**src/rtl/hdlc_txf_pkg.sv**
```systemverilog
package hdlc_txf_pkg;
  localparam int          BYTE_W     = 8;
  localparam int          CRC_W      = 16;
  localparam int          STUFF_RUN  = 5;
  localparam logic [7:0]  FLAG_BYTE  = 8'h7E;
  localparam logic [7:0]  ONES_BYTE  = 8'hFF;
  localparam logic [15:0] CRC_POLY   = 16'h1021;
  localparam logic [15:0] CRC_PRESET = 16'hFFFF;

  // kind of byte currently in the shifter
  typedef enum logic [2:0] {
    ST_FILL, ST_PRE, ST_SYNC, ST_OPEN, ST_DATA, ST_FCS_HI, ST_FCS_LO, ST_ABORT
  } seq_st_e;

  // one CRC step for a single line bit
  function automatic logic [15:0] crc_bit(input logic [15:0] c, input logic b);
    return {c[14:0], 1'b0} ^ ((c[15] ^ b) ? CRC_POLY : 16'h0000);
  endfunction

  // reverse so that register bit 15 leaves first under LSB-first shifting
  function automatic logic [7:0] rev8(input logic [7:0] x);
    logic [7:0] r;
    for (int i = 0; i < BYTE_W; i++) r[i] = x[BYTE_W-1-i];
    return r;
  endfunction
endpackage

```
**src/rtl/hdlc_txf_ser.sv**
```systemverilog
module hdlc_txf_ser
  import hdlc_txf_pkg::*;
(
  input  logic        clk,
  input  logic        rst_n,
  input  logic        bit_en,
  input  logic [7:0]  ld_byte,
  input  logic        ld_stuff,
  input  logic        ld_crc,
  input  logic        ld_crc_init,
  output logic        byte_done,
  output logic        stuff_ins,
  output logic [15:0] crc_nx,
  output logic        ser_out
);
  localparam int ONES_W = $clog2(STUFF_RUN + 1);
  localparam int BCNT_W = $clog2(BYTE_W);

  logic [BYTE_W-1:0] sh;
  logic [BCNT_W-1:0] bcnt;
  logic [ONES_W-1:0] ones;
  logic [CRC_W-1:0]  crc_q;
  logic              stuff_en, crc_en, stuff_pend;
  logic              shift_bit;

  assign shift_bit = bit_en && !stuff_pend;
  assign stuff_ins = bit_en && stuff_pend;
  assign byte_done = shift_bit && (bcnt == BCNT_W'(BYTE_W - 1));
  assign crc_nx    = (shift_bit && crc_en) ? crc_bit(crc_q, sh[0]) : crc_q;

  always_ff @(posedge clk) begin
    if (!rst_n) begin
      sh         <= FLAG_BYTE;
      bcnt       <= '0;
      ones       <= '0;
      crc_q      <= CRC_PRESET;
      stuff_en   <= 1'b0;
      crc_en     <= 1'b0;
      stuff_pend <= 1'b0;
      ser_out    <= 1'b1;
    end else if (stuff_ins) begin
      ser_out    <= 1'b0;
      stuff_pend <= 1'b0;
      ones       <= '0;
    end else if (shift_bit) begin
      ser_out <= sh[0];
      bcnt    <= bcnt + 1'b1;
      if (stuff_en && sh[0]) begin
        if (ones == ONES_W'(STUFF_RUN - 1)) begin
          stuff_pend <= 1'b1;
          ones       <= '0;
        end else begin
          ones <= ones + 1'b1;
        end
      end else begin
        ones <= '0;
      end
      if (byte_done) begin
        sh       <= ld_byte;
        stuff_en <= ld_stuff;
        crc_en   <= ld_crc;
        crc_q    <= ld_crc_init ? CRC_PRESET : crc_nx;
      end else begin
        sh    <= {1'b0, sh[BYTE_W-1:1]};
        crc_q <= crc_nx;
      end
    end
  end
endmodule

```
**src/rtl/hdlc_txf_seq.sv**
```systemverilog
module hdlc_txf_seq
  import hdlc_txf_pkg::*;
#(
  parameter int PRE_CNT_W = 3
) (
  input  logic                 clk,
  input  logic                 rst_n,
  input  logic                 cfg_transparent,
  input  logic                 cfg_cyclic,
  input  logic                 cfg_shared_flag,
  input  logic                 cfg_pre_en,
  input  logic [7:0]           cfg_pre_pattern,
  input  logic [PRE_CNT_W-1:0] cfg_pre_reps,
  input  logic                 start,
  input  logic                 fifo_valid,
  input  logic [7:0]           fifo_data,
  input  logic                 fifo_last,
  input  logic                 byte_done,
  input  logic [15:0]          crc_nx,
  output logic                 fifo_pop,
  output logic                 fifo_rewind,
  output logic                 underrun,
  output logic [7:0]           ld_byte,
  output logic                 ld_stuff,
  output logic                 ld_crc,
  output logic                 ld_crc_init
);
  seq_st_e              st, nx_st;
  logic [PRE_CNT_W-1:0] pre_cnt, nx_pre;
  logic                 need_open, nx_need;
  logic                 go, nx_go;
  logic                 cur_last, nx_last;
  logic                 want_data, data_first;

  always_comb begin
    nx_st = st; nx_pre = pre_cnt; nx_need = need_open;
    nx_go = go | start; nx_last = cur_last;
    ld_byte = FLAG_BYTE; ld_stuff = 1'b0; ld_crc = 1'b0; ld_crc_init = 1'b0;
    fifo_pop = 1'b0; fifo_rewind = 1'b0; underrun = 1'b0;
    want_data = 1'b0; data_first = 1'b0;
    if (byte_done) begin
      case (st)
        ST_FILL: begin
          if (cfg_transparent) begin
            ld_byte = ONES_BYTE;
            if (go) nx_st = ST_SYNC;
          end else if (fifo_valid && !need_open) begin
            if (cfg_pre_en) begin
              ld_byte = cfg_pre_pattern; nx_st = ST_PRE; nx_pre = '0;
            end else begin
              want_data = 1'b1; data_first = 1'b1;
            end
          end else begin
            nx_need = 1'b0;
          end
        end
        ST_PRE: begin
          if (pre_cnt == cfg_pre_reps) begin
            ld_byte = ONES_BYTE; nx_st = ST_SYNC;
          end else begin
            ld_byte = cfg_pre_pattern; nx_pre = pre_cnt + 1'b1;
          end
        end
        ST_SYNC: begin
          if (cfg_transparent) want_data = 1'b1;
          else nx_st = ST_OPEN;
        end
        ST_OPEN: begin
          want_data = 1'b1; data_first = 1'b1;
        end
        ST_DATA: begin
          if (!cur_last) begin
            want_data = 1'b1;
          end else if (cfg_transparent) begin
            ld_byte = ONES_BYTE; nx_st = ST_FILL; nx_go = start;
          end else begin
            ld_byte = rev8(~crc_nx[15:8]); nx_st = ST_FCS_HI;
          end
        end
        ST_FCS_HI: begin
          ld_byte = rev8(~crc_nx[7:0]); ld_stuff = 1'b1; nx_st = ST_FCS_LO;
        end
        ST_FCS_LO: begin
          nx_st = ST_FILL; nx_need = !cfg_shared_flag;
        end
        default: begin
          nx_st = ST_FILL; nx_need = 1'b0;
        end
      endcase
      // check bytes are stuffed like payload
      if (st == ST_DATA && cur_last && !cfg_transparent) ld_stuff = 1'b1;
      if (want_data) begin
        if (cfg_transparent) begin
          nx_st = ST_DATA;
          if (fifo_valid) begin
            fifo_pop = 1'b1; ld_byte = fifo_data;
            fifo_rewind = fifo_last && cfg_cyclic;
            nx_last = fifo_last && !cfg_cyclic;
          end else begin
            ld_byte = ONES_BYTE; nx_last = 1'b0;
          end
        end else if (fifo_valid) begin
          fifo_pop = 1'b1; ld_byte = fifo_data; ld_stuff = 1'b1; ld_crc = 1'b1;
          ld_crc_init = data_first; nx_last = fifo_last; nx_st = ST_DATA;
        end else begin
          ld_byte = ONES_BYTE; nx_st = ST_ABORT; underrun = 1'b1;
        end
      end
    end
  end

  always_ff @(posedge clk) begin
    if (!rst_n) begin
      st <= ST_FILL; pre_cnt <= '0; need_open <= 1'b0; go <= 1'b0; cur_last <= 1'b0;
    end else begin
      st <= nx_st; pre_cnt <= nx_pre; need_open <= nx_need; go <= nx_go; cur_last <= nx_last;
    end
  end
endmodule

```
**src/rtl/hdlc_txf.sv**
```systemverilog
module hdlc_txf
  import hdlc_txf_pkg::*;
#(
  parameter int PRE_CNT_W = 3
) (
  input  logic                 clk,
  input  logic                 rst_n,
  input  logic                 bit_en,
  input  logic                 cfg_transparent,
  input  logic                 cfg_cyclic,
  input  logic                 cfg_shared_flag,
  input  logic                 cfg_pre_en,
  input  logic [7:0]           cfg_pre_pattern,
  input  logic [PRE_CNT_W-1:0] cfg_pre_reps,
  input  logic                 start,
  input  logic                 fifo_valid,
  input  logic [7:0]           fifo_data,
  input  logic                 fifo_last,
  output logic                 fifo_pop,
  output logic                 fifo_rewind,
  output logic                 underrun,
  output logic                 ser_out
);
  // internal events, visible to the bound checker
  logic        byte_done;
  logic        stuff_ins;
  logic [15:0] crc_nx;
  logic [7:0]  ld_byte;
  logic        ld_stuff, ld_crc, ld_crc_init;

  hdlc_txf_seq #(.PRE_CNT_W(PRE_CNT_W)) u_seq (
    .clk(clk), .rst_n(rst_n),
    .cfg_transparent(cfg_transparent), .cfg_cyclic(cfg_cyclic),
    .cfg_shared_flag(cfg_shared_flag), .cfg_pre_en(cfg_pre_en),
    .cfg_pre_pattern(cfg_pre_pattern), .cfg_pre_reps(cfg_pre_reps),
    .start(start), .fifo_valid(fifo_valid), .fifo_data(fifo_data), .fifo_last(fifo_last),
    .byte_done(byte_done), .crc_nx(crc_nx),
    .fifo_pop(fifo_pop), .fifo_rewind(fifo_rewind), .underrun(underrun),
    .ld_byte(ld_byte), .ld_stuff(ld_stuff), .ld_crc(ld_crc), .ld_crc_init(ld_crc_init)
  );

  hdlc_txf_ser u_ser (
    .clk(clk), .rst_n(rst_n), .bit_en(bit_en),
    .ld_byte(ld_byte), .ld_stuff(ld_stuff), .ld_crc(ld_crc), .ld_crc_init(ld_crc_init),
    .byte_done(byte_done), .stuff_ins(stuff_ins), .crc_nx(crc_nx), .ser_out(ser_out)
  );
endmodule

```
**config.mk**
```make
export PLATFORM = sky130hd
export DESIGN_NAME = hdlc_txf
export DESIGN_NICKNAME = d
export VERILOG_FILES = /design/src/rtl/hdlc_txf_pkg.sv /design/src/rtl/hdlc_txf_ser.sv /design/src/rtl/hdlc_txf_seq.sv /design/src/rtl/hdlc_txf.sv
export SDC_FILE = /design/constraint.sdc
export NUM_CORES = 1
export LEC_CHECK = 0
export BUFFER_PORTS_ARGS = -buffer_cell sky130_fd_sc_hd__buf_4
export CELL_PAD_IN_SITES_DETAIL_PLACEMENT = 1
export CELL_PAD_IN_SITES_GLOBAL_PLACEMENT = 2
export CORE_AREA = 2 2 93 95
export DETAILED_ROUTE_END_ITERATION = 10
export DIE_AREA = 0 0 95 97
export PLACE_DENSITY = 0.85
export SETUP_SLACK_MARGIN = 0.2
export SYNTH_ARGS = -nofsm -noshare
export SYNTH_HDL_FRONTEND = slang
export SYNTH_SLANG_ARGS = --single-unit
```
**constraint.sdc**
```tcl
create_clock -name clk -period 1.65 [get_ports clk]
set_input_delay 0 -clock clk [delete_from_list [all_inputs] [get_ports clk]]
set_output_delay 0 -clock clk [all_outputs]
set_load 0.005 [all_outputs]
```
# Yosys cells after proc, flatten, opt, wreduce, memory -nomap -nowiden
# Cells that the tools add are included.
# word_totals
wordCells	148
regBits	43
output_inout_bits	4
in_bits	29
# classes
eq_ne	21
n_mux	75
add_sub_neg	3
n_bitwise	8
n_reduce_logical	28
# op_table
op	count
$mux W8	9
$mux W16	3
$mux W3	16
$mux W1	39
$pmux W8 S4	1
$pmux W3 S6	1
$not A8 Y8	2
$xor A16 B16 Y16	1
$eq A3 B3 Y1 const B	5
$mux W13	1
$logic_and A1 B1 Y1	10
$add A3 B1 Y3 const B	3
$reduce_and A3 Y1	3
$ne A2 B2 Y1 const B	4
$ne A4 B2 Y1 const B	2
$reduce_and A8 Y1	1
$eq A3 B2 Y1 const B	2
$ne A3 B2 Y1 const B	2
$pmux W3 S2	1
$reduce_and A6 Y1	1
$reduce_bool A2 Y1	3
$logic_not A1 Y1	5
$reduce_or A5 Y1	1
$ne A2 B1 Y1 const B	2
15 further kinds	17

# Logic depth before layout (Yosys ltp)
# logic_depth
ltp_word	10
depth_mapped	7
depth_no_buf	7

# Modules after synthesis
# A second synthesis with hierarchy kept.
# unflattened
cells_unflattened	320
hier_area_um2	2730.1
# modules_own_cells
mod	seq_area_each_um2	area_each_um2	cells_each	n_inst
hdlc_txf_ser	680.7	1540.2	150	1
hdlc_txf_seq	180.2	1189.9	170	1

# Least setup slack after synthesis
# Ideal clock, no wire load.
# synth_timing
path_kind	reg2reg
start	reg u_ser.bcnt[0]
end	reg u_ser.crc_q[11]
arrival_time_ps	1685
n_path_buf	0
setup_ps	117
path_stages_with_launch	8
slack_ps	-152
synth_period_minus_slack_ps	1802
required_ps	1533
cell_sequence	dfxtp_1 ha_1 ha_1 inv_1 nor2_1 a41oi_2 nand3_2 o22a_1
# synth_between
elab_chain_len	5
# synth_rtl
element	line_no	source
start, declared	hdlc_txf_ser.sv:20	logic [BCNT_W-1:0] bcnt;
start signal, assigned	hdlc_txf_ser.sv:47	bcnt <= bcnt + 1'b1;
$eq A3 B3 Y1 *	hdlc_txf_ser.sv:28	assign byte_done = shift_bit && (bcnt == BCNT_W'(BYTE_W - 1));
$logic_and A1 B1 Y1 *	hdlc_txf_ser.sv:28	
$mux W1	hdlc_txf_seq.sv:41	if (byte_done) begin
$mux W16	hdlc_txf_ser.sv:62	crc_q <= ld_crc_init ? CRC_PRESET : crc_nx;
$mux W16 *	hdlc_txf_ser.sv:58	if (byte_done) begin
end signal, assigned	hdlc_txf_ser.sv:62	
end signal, assigned	hdlc_txf_ser.sv:65	crc_q <= crc_nx;
end, declared	hdlc_txf_ser.sv:22	logic [CRC_W-1:0] crc_q;
# Mark *: on every way between the ends. The rest lies on a longest branch, timed or not.
# A chain may end at the register's enable or synchronous reset.

# Worst setup path in the final report
# layout_timing
start	reg u_seq.st[0]
end	reg u_ser.sh[0]
# layout_between
elab_chain_len	5
elab_cells_between_ends	11
classes_between	eq/ne: 5; mux: 5; reduce/logical: 1
# layout_rtl
element	line_no	source
start, declared	hdlc_txf_seq.sv:28	seq_st_e st, nx_st;
start signal, assigned	hdlc_txf_seq.sv:116	st <= nx_st; pre_cnt <= nx_pre; need_open <= nx_need; go <= nx_go; cur_last <= nx_last;
$eq A3 B3 Y1, or another cell as far along	hdlc_txf_seq.sv:42	case (st)
$pmux W1 S4	hdlc_txf_seq.sv:42	
$mux W1	hdlc_txf_seq.sv:41	
$mux W8 *	hdlc_txf_seq.sv:92	if (want_data) begin
$mux W8 *	hdlc_txf_ser.sv:58	
end signal, assigned	hdlc_txf_ser.sv:59	sh <= ld_byte;
end signal, assigned	hdlc_txf_ser.sv:64	sh <= {1'b0, sh[BYTE_W-1:1]};
end, declared	hdlc_txf_ser.sv:19	logic [BYTE_W-1:0] sh;
# Mark *: on every way between the ends. The rest lies on a longest branch, timed or not. The select of a mux whose other input is x is not followed.

==> impl_results.md <==
- Largest net degree at the start of global routing: 17
- Area of the multi-input gates: 1810 µm²
- RSZ-0062 raised after global routing: true
- Syn Inst Count: roughly 290
- CTS Buffer Depth: 2
- Number of synthesized register bits: 43
- Startpoint Class: flip-flop
- Worst path max stage delay: between 0.5 and 0.6 ns
- Initial DRC count: 107
- Initial Utilization: 30.7%
- Ys flop type: dfxtp_1
- Failing checks: negative setup slack
- Fmax: 482 MHz
- Relative slew slack: 59.5%
- TritonCTS Sinks: 43
- Hold WS: about 0.013 ns
- Die ar.: between 9000 and 10000 µm²
- CTS tree: built
- DRC viols: 0
- Fill cells: 928
- Num CTS Buffers: 5
- Layout area overhead: 53.8%
- Reg2Reg Depth: 8
- Gr ovfl total: 0
- Avg Vias per Cell: 5.52
- Overall global routing resource usage: approximately 22%
- Ant diodes: 0
- Syn nets: 326
- Critical path type: flip-flop to flip-flop
- Nets@finish: 417
- Final core occ: 47.3%
- Critical Path Sink Type: flip-flop
- Status: finished with violations
- Most common cell after layout, fill and taps aside: buf_4
- R2r setup slk: -0.43 ns
- Hold/Removal Path Class: input pin to flip-flop
- Dpl cell area: 3200 µm²
- Final WL: just under 10000 µm
- Commonest cells after routing, fill and taps aside: buf_4 (78), dfxtp_1 (40), nor2_1 (27), mux2i_1 (19), o21ai_0 (15)
- Pleak: 1.55 nW
- Root Buffer: clkbuf_8
- Global route hottest layer: met2
- Post-DP HPWL: 6480 µm
- Ys Warns: 0
- Number of global-route vias before repair: 2906
- Num ports: 33
- VDD IR-drop max: 0.323 mV
- Antenna-violating nets left: 0
- FF+latch area: 867 µm²
- WHS Endpoint: u_seq.need_open
- Setup TNS: -8.96 ns
- Pre-CTS worst setup slack: -0.220 ns
- First-pass GRT wire length: 15600 µm
- Clk_lat worst skew: 0.30 ns
- Slew @ Worst Pin: 0.607 ns
- CP Data Required Time: 1.87 ns
- Share of post-route cells with drive strength above 1: 40.9%
- Max Cap Viol: 0
- Clock skew: 0.00886 ns
- Reg2reg end: u_ser.sh[0]
- Async set or reset register ratio after synthesis: 0%
- Final min period: ~2.1 ns
- Endpoints failing setup: 36
- GR Util met3: 2.80%
- Hold Vio Cnt, Final: 0
- Critical-path maximum fanout: 3
- Mapped Avg Cell Area: 8.57 µm²
- Post-Syn Area: 2500 µm²
- Post-synth EDFFs: 0
- Crit-path slowest cell: or4_4
- Cells along the critical path: or4_4 -> buf_4 -> nor3_4 -> buf_4 -> buf_4 -> nor2_1 -> and4_1 -> o32ai_2
- Routability Congestion: 0.827
- Pwr/cell area: 626 nW/µm²
- Initial antenna violation count: 0
- Final instance area: 3850 µm²
- WP data arrival: around 2.3 ns
- Hold path startpoint: cfg_shared_flag
- Sequential-to-total area share from yosys stat: 34.4%
- Met2 GRT Util: 39.7%
- Avg WL per Cell: a little over 20 µm
- Die Width: 95 µm
- DR pass1 iterations: 4
- Crit share post-route: 126%
- Max Slew Vio Count: 0
- Top cell by count, worst path: buf_4
- Rows: 33
- Worst Hold Depth: 4
- Clk slew on worst S/H paths: 0.09 ns
- Reg2reg start: u_seq.st[0]
- H-tree Lvls: 2
- Core footprint: 8130 µm²
- Die Height: 97 µm
- Met1 Use GR: roughly a quarter
- PortBufs: 32
- Unique masters post-synth: 63
- Final setup margin: -0.426 ns
- Via count: 2701
metrics by stage:
step	std cells	power (mW)
final	489	2.41
after global routing	489	2.49
after CTS	486	2.40
after detailed placement	457	1.35
after global placement	457	1.35
after floorplan	292	1.22
synthesized netlist by cell type, types with 2 or more instances:
library cell	number	area [µm²]
dfxtp_1	43	861
nor2_1	32	120
nand2_1	23	86.3
mux2i_1	19	190
a21oi_1	16	80.1
o21ai_0	15	75.1
inv_1	11	41.3
nor3_1	9	45.0
o22a_1	8	70.1
nand4_1	7	43.8
buf_2	6	30.0
clkbuf_1	6	22.5
ha_1	5	62.6
nor2b_1	5	31.3
xnor2_1	5	43.8
a22oi_1	4	30.0
a31oi_1	4	25.0
nand2b_1	4	25.0
nand3_1	4	20.0
a211oi_1	3	22.5
a221oi_1	3	26.3
a222oi_1	3	30.0
a32oi_1	3	26.3
a41oi_1	3	26.3
nand3b_1	3	22.5
xor2_1	3	26.3
a21boi_0	2	15.0
buf_6	2	22.5
nor3b_1	2	15.0
nor4_1	2	12.5
o22ai_1	2	12.5
o31ai_1	2	15.0
o41ai_1	2	17.5
or3_1	2	12.5
critical path: cells and delay by family (launching register included):
kind | cells | cell delay, ns
buffers and inverters | 3 | 0.42
DFF | 1 | 0.35
AOI/OAI and AO/OA | 1 | 0.25
and+or+nand+nor | 4 | 0.96
metal layers:
| layer | wire length (µm) | up-vias |
|---|---|---|
| li1 | - | 1265 |
| met1 | 3990 | 1342 |
| met2 | 5320 | 77 |
| met3 | 419 | 17 |
| met4 | 214 | 0 |
| met5 | 0 | - |
state kept, by name (all words and copies together), names as in the netlist:
name and cells:
u_ser.bcnt 3, u_ser.stuff_en 1, u_seq.cur_last 1, u_ser.crc_en 1
u_ser.ser_out 1, u_ser.crc_q 16, u_seq.st 3, u_ser.ones 3
u_seq.need_open 1, u_ser.sh 8, u_seq.go 1, u_seq.pre_cnt 3
u_ser.stuff_pend 1
layout make-up:
class | count | share of cell area, %
well taps | 105 | 3.41
inverters | 12 | 1.27
repair buffers | 100 | 22.3
multi-input cells | 221 | 47.0
clock inverters | 2 | 1.56
flip-flops and latches | 43 | 22.5
clock buffers | 6 | 1.89
power breakdown:
| part | internal (mW) | switching, mW |
|---|---|---|
| Clock | 0.606 | 0.396 |
| Sequential | 1.05 | 0.0126 |
| Combinational | 0.167 | 0.176 |
worst max path at each step:
stage	start	to	slack, ns
floorplan	u_seq.st[2]	u_seq.cur_last	-0.09
global placement	u_seq.st[0]	u_ser.sh[3]	-0.14
detailed placement	u_seq.st[2]	u_ser.sh[5]	-0.22
CTS	u_seq.st[0]	u_seq.cur_last	-0.36
global route	u_seq.st[0]	u_ser.sh[0]	-0.50
finish	u_seq.st[0]	u_ser.sh[0]	-0.43
what timing repair did:
| action | CTS | global route |
|---|---|---|
| pin swaps | 26 | 12 |
| setup endpoints to repair | 39 | 39 |
| gates resized for setup | 50 | 18 |
| hold endpoints to repair | 4 | 0 |
| buffers inserted | 17 | 3 |
| hold buffers | 4 | 0 |
cells by family after synthesis:
| kind of cell | share of synthesized area [%] |
|---|---|
| buf+inv | 5.25 |
| flops | 34.4 |
| fa+ha+maj | 2.50 |
| compound gates | 24.7 |
| mux | 7.60 |
| xor+xnor | 3.75 |
| simple gates | 21.8 |
(Power assumes the default switching activity.)
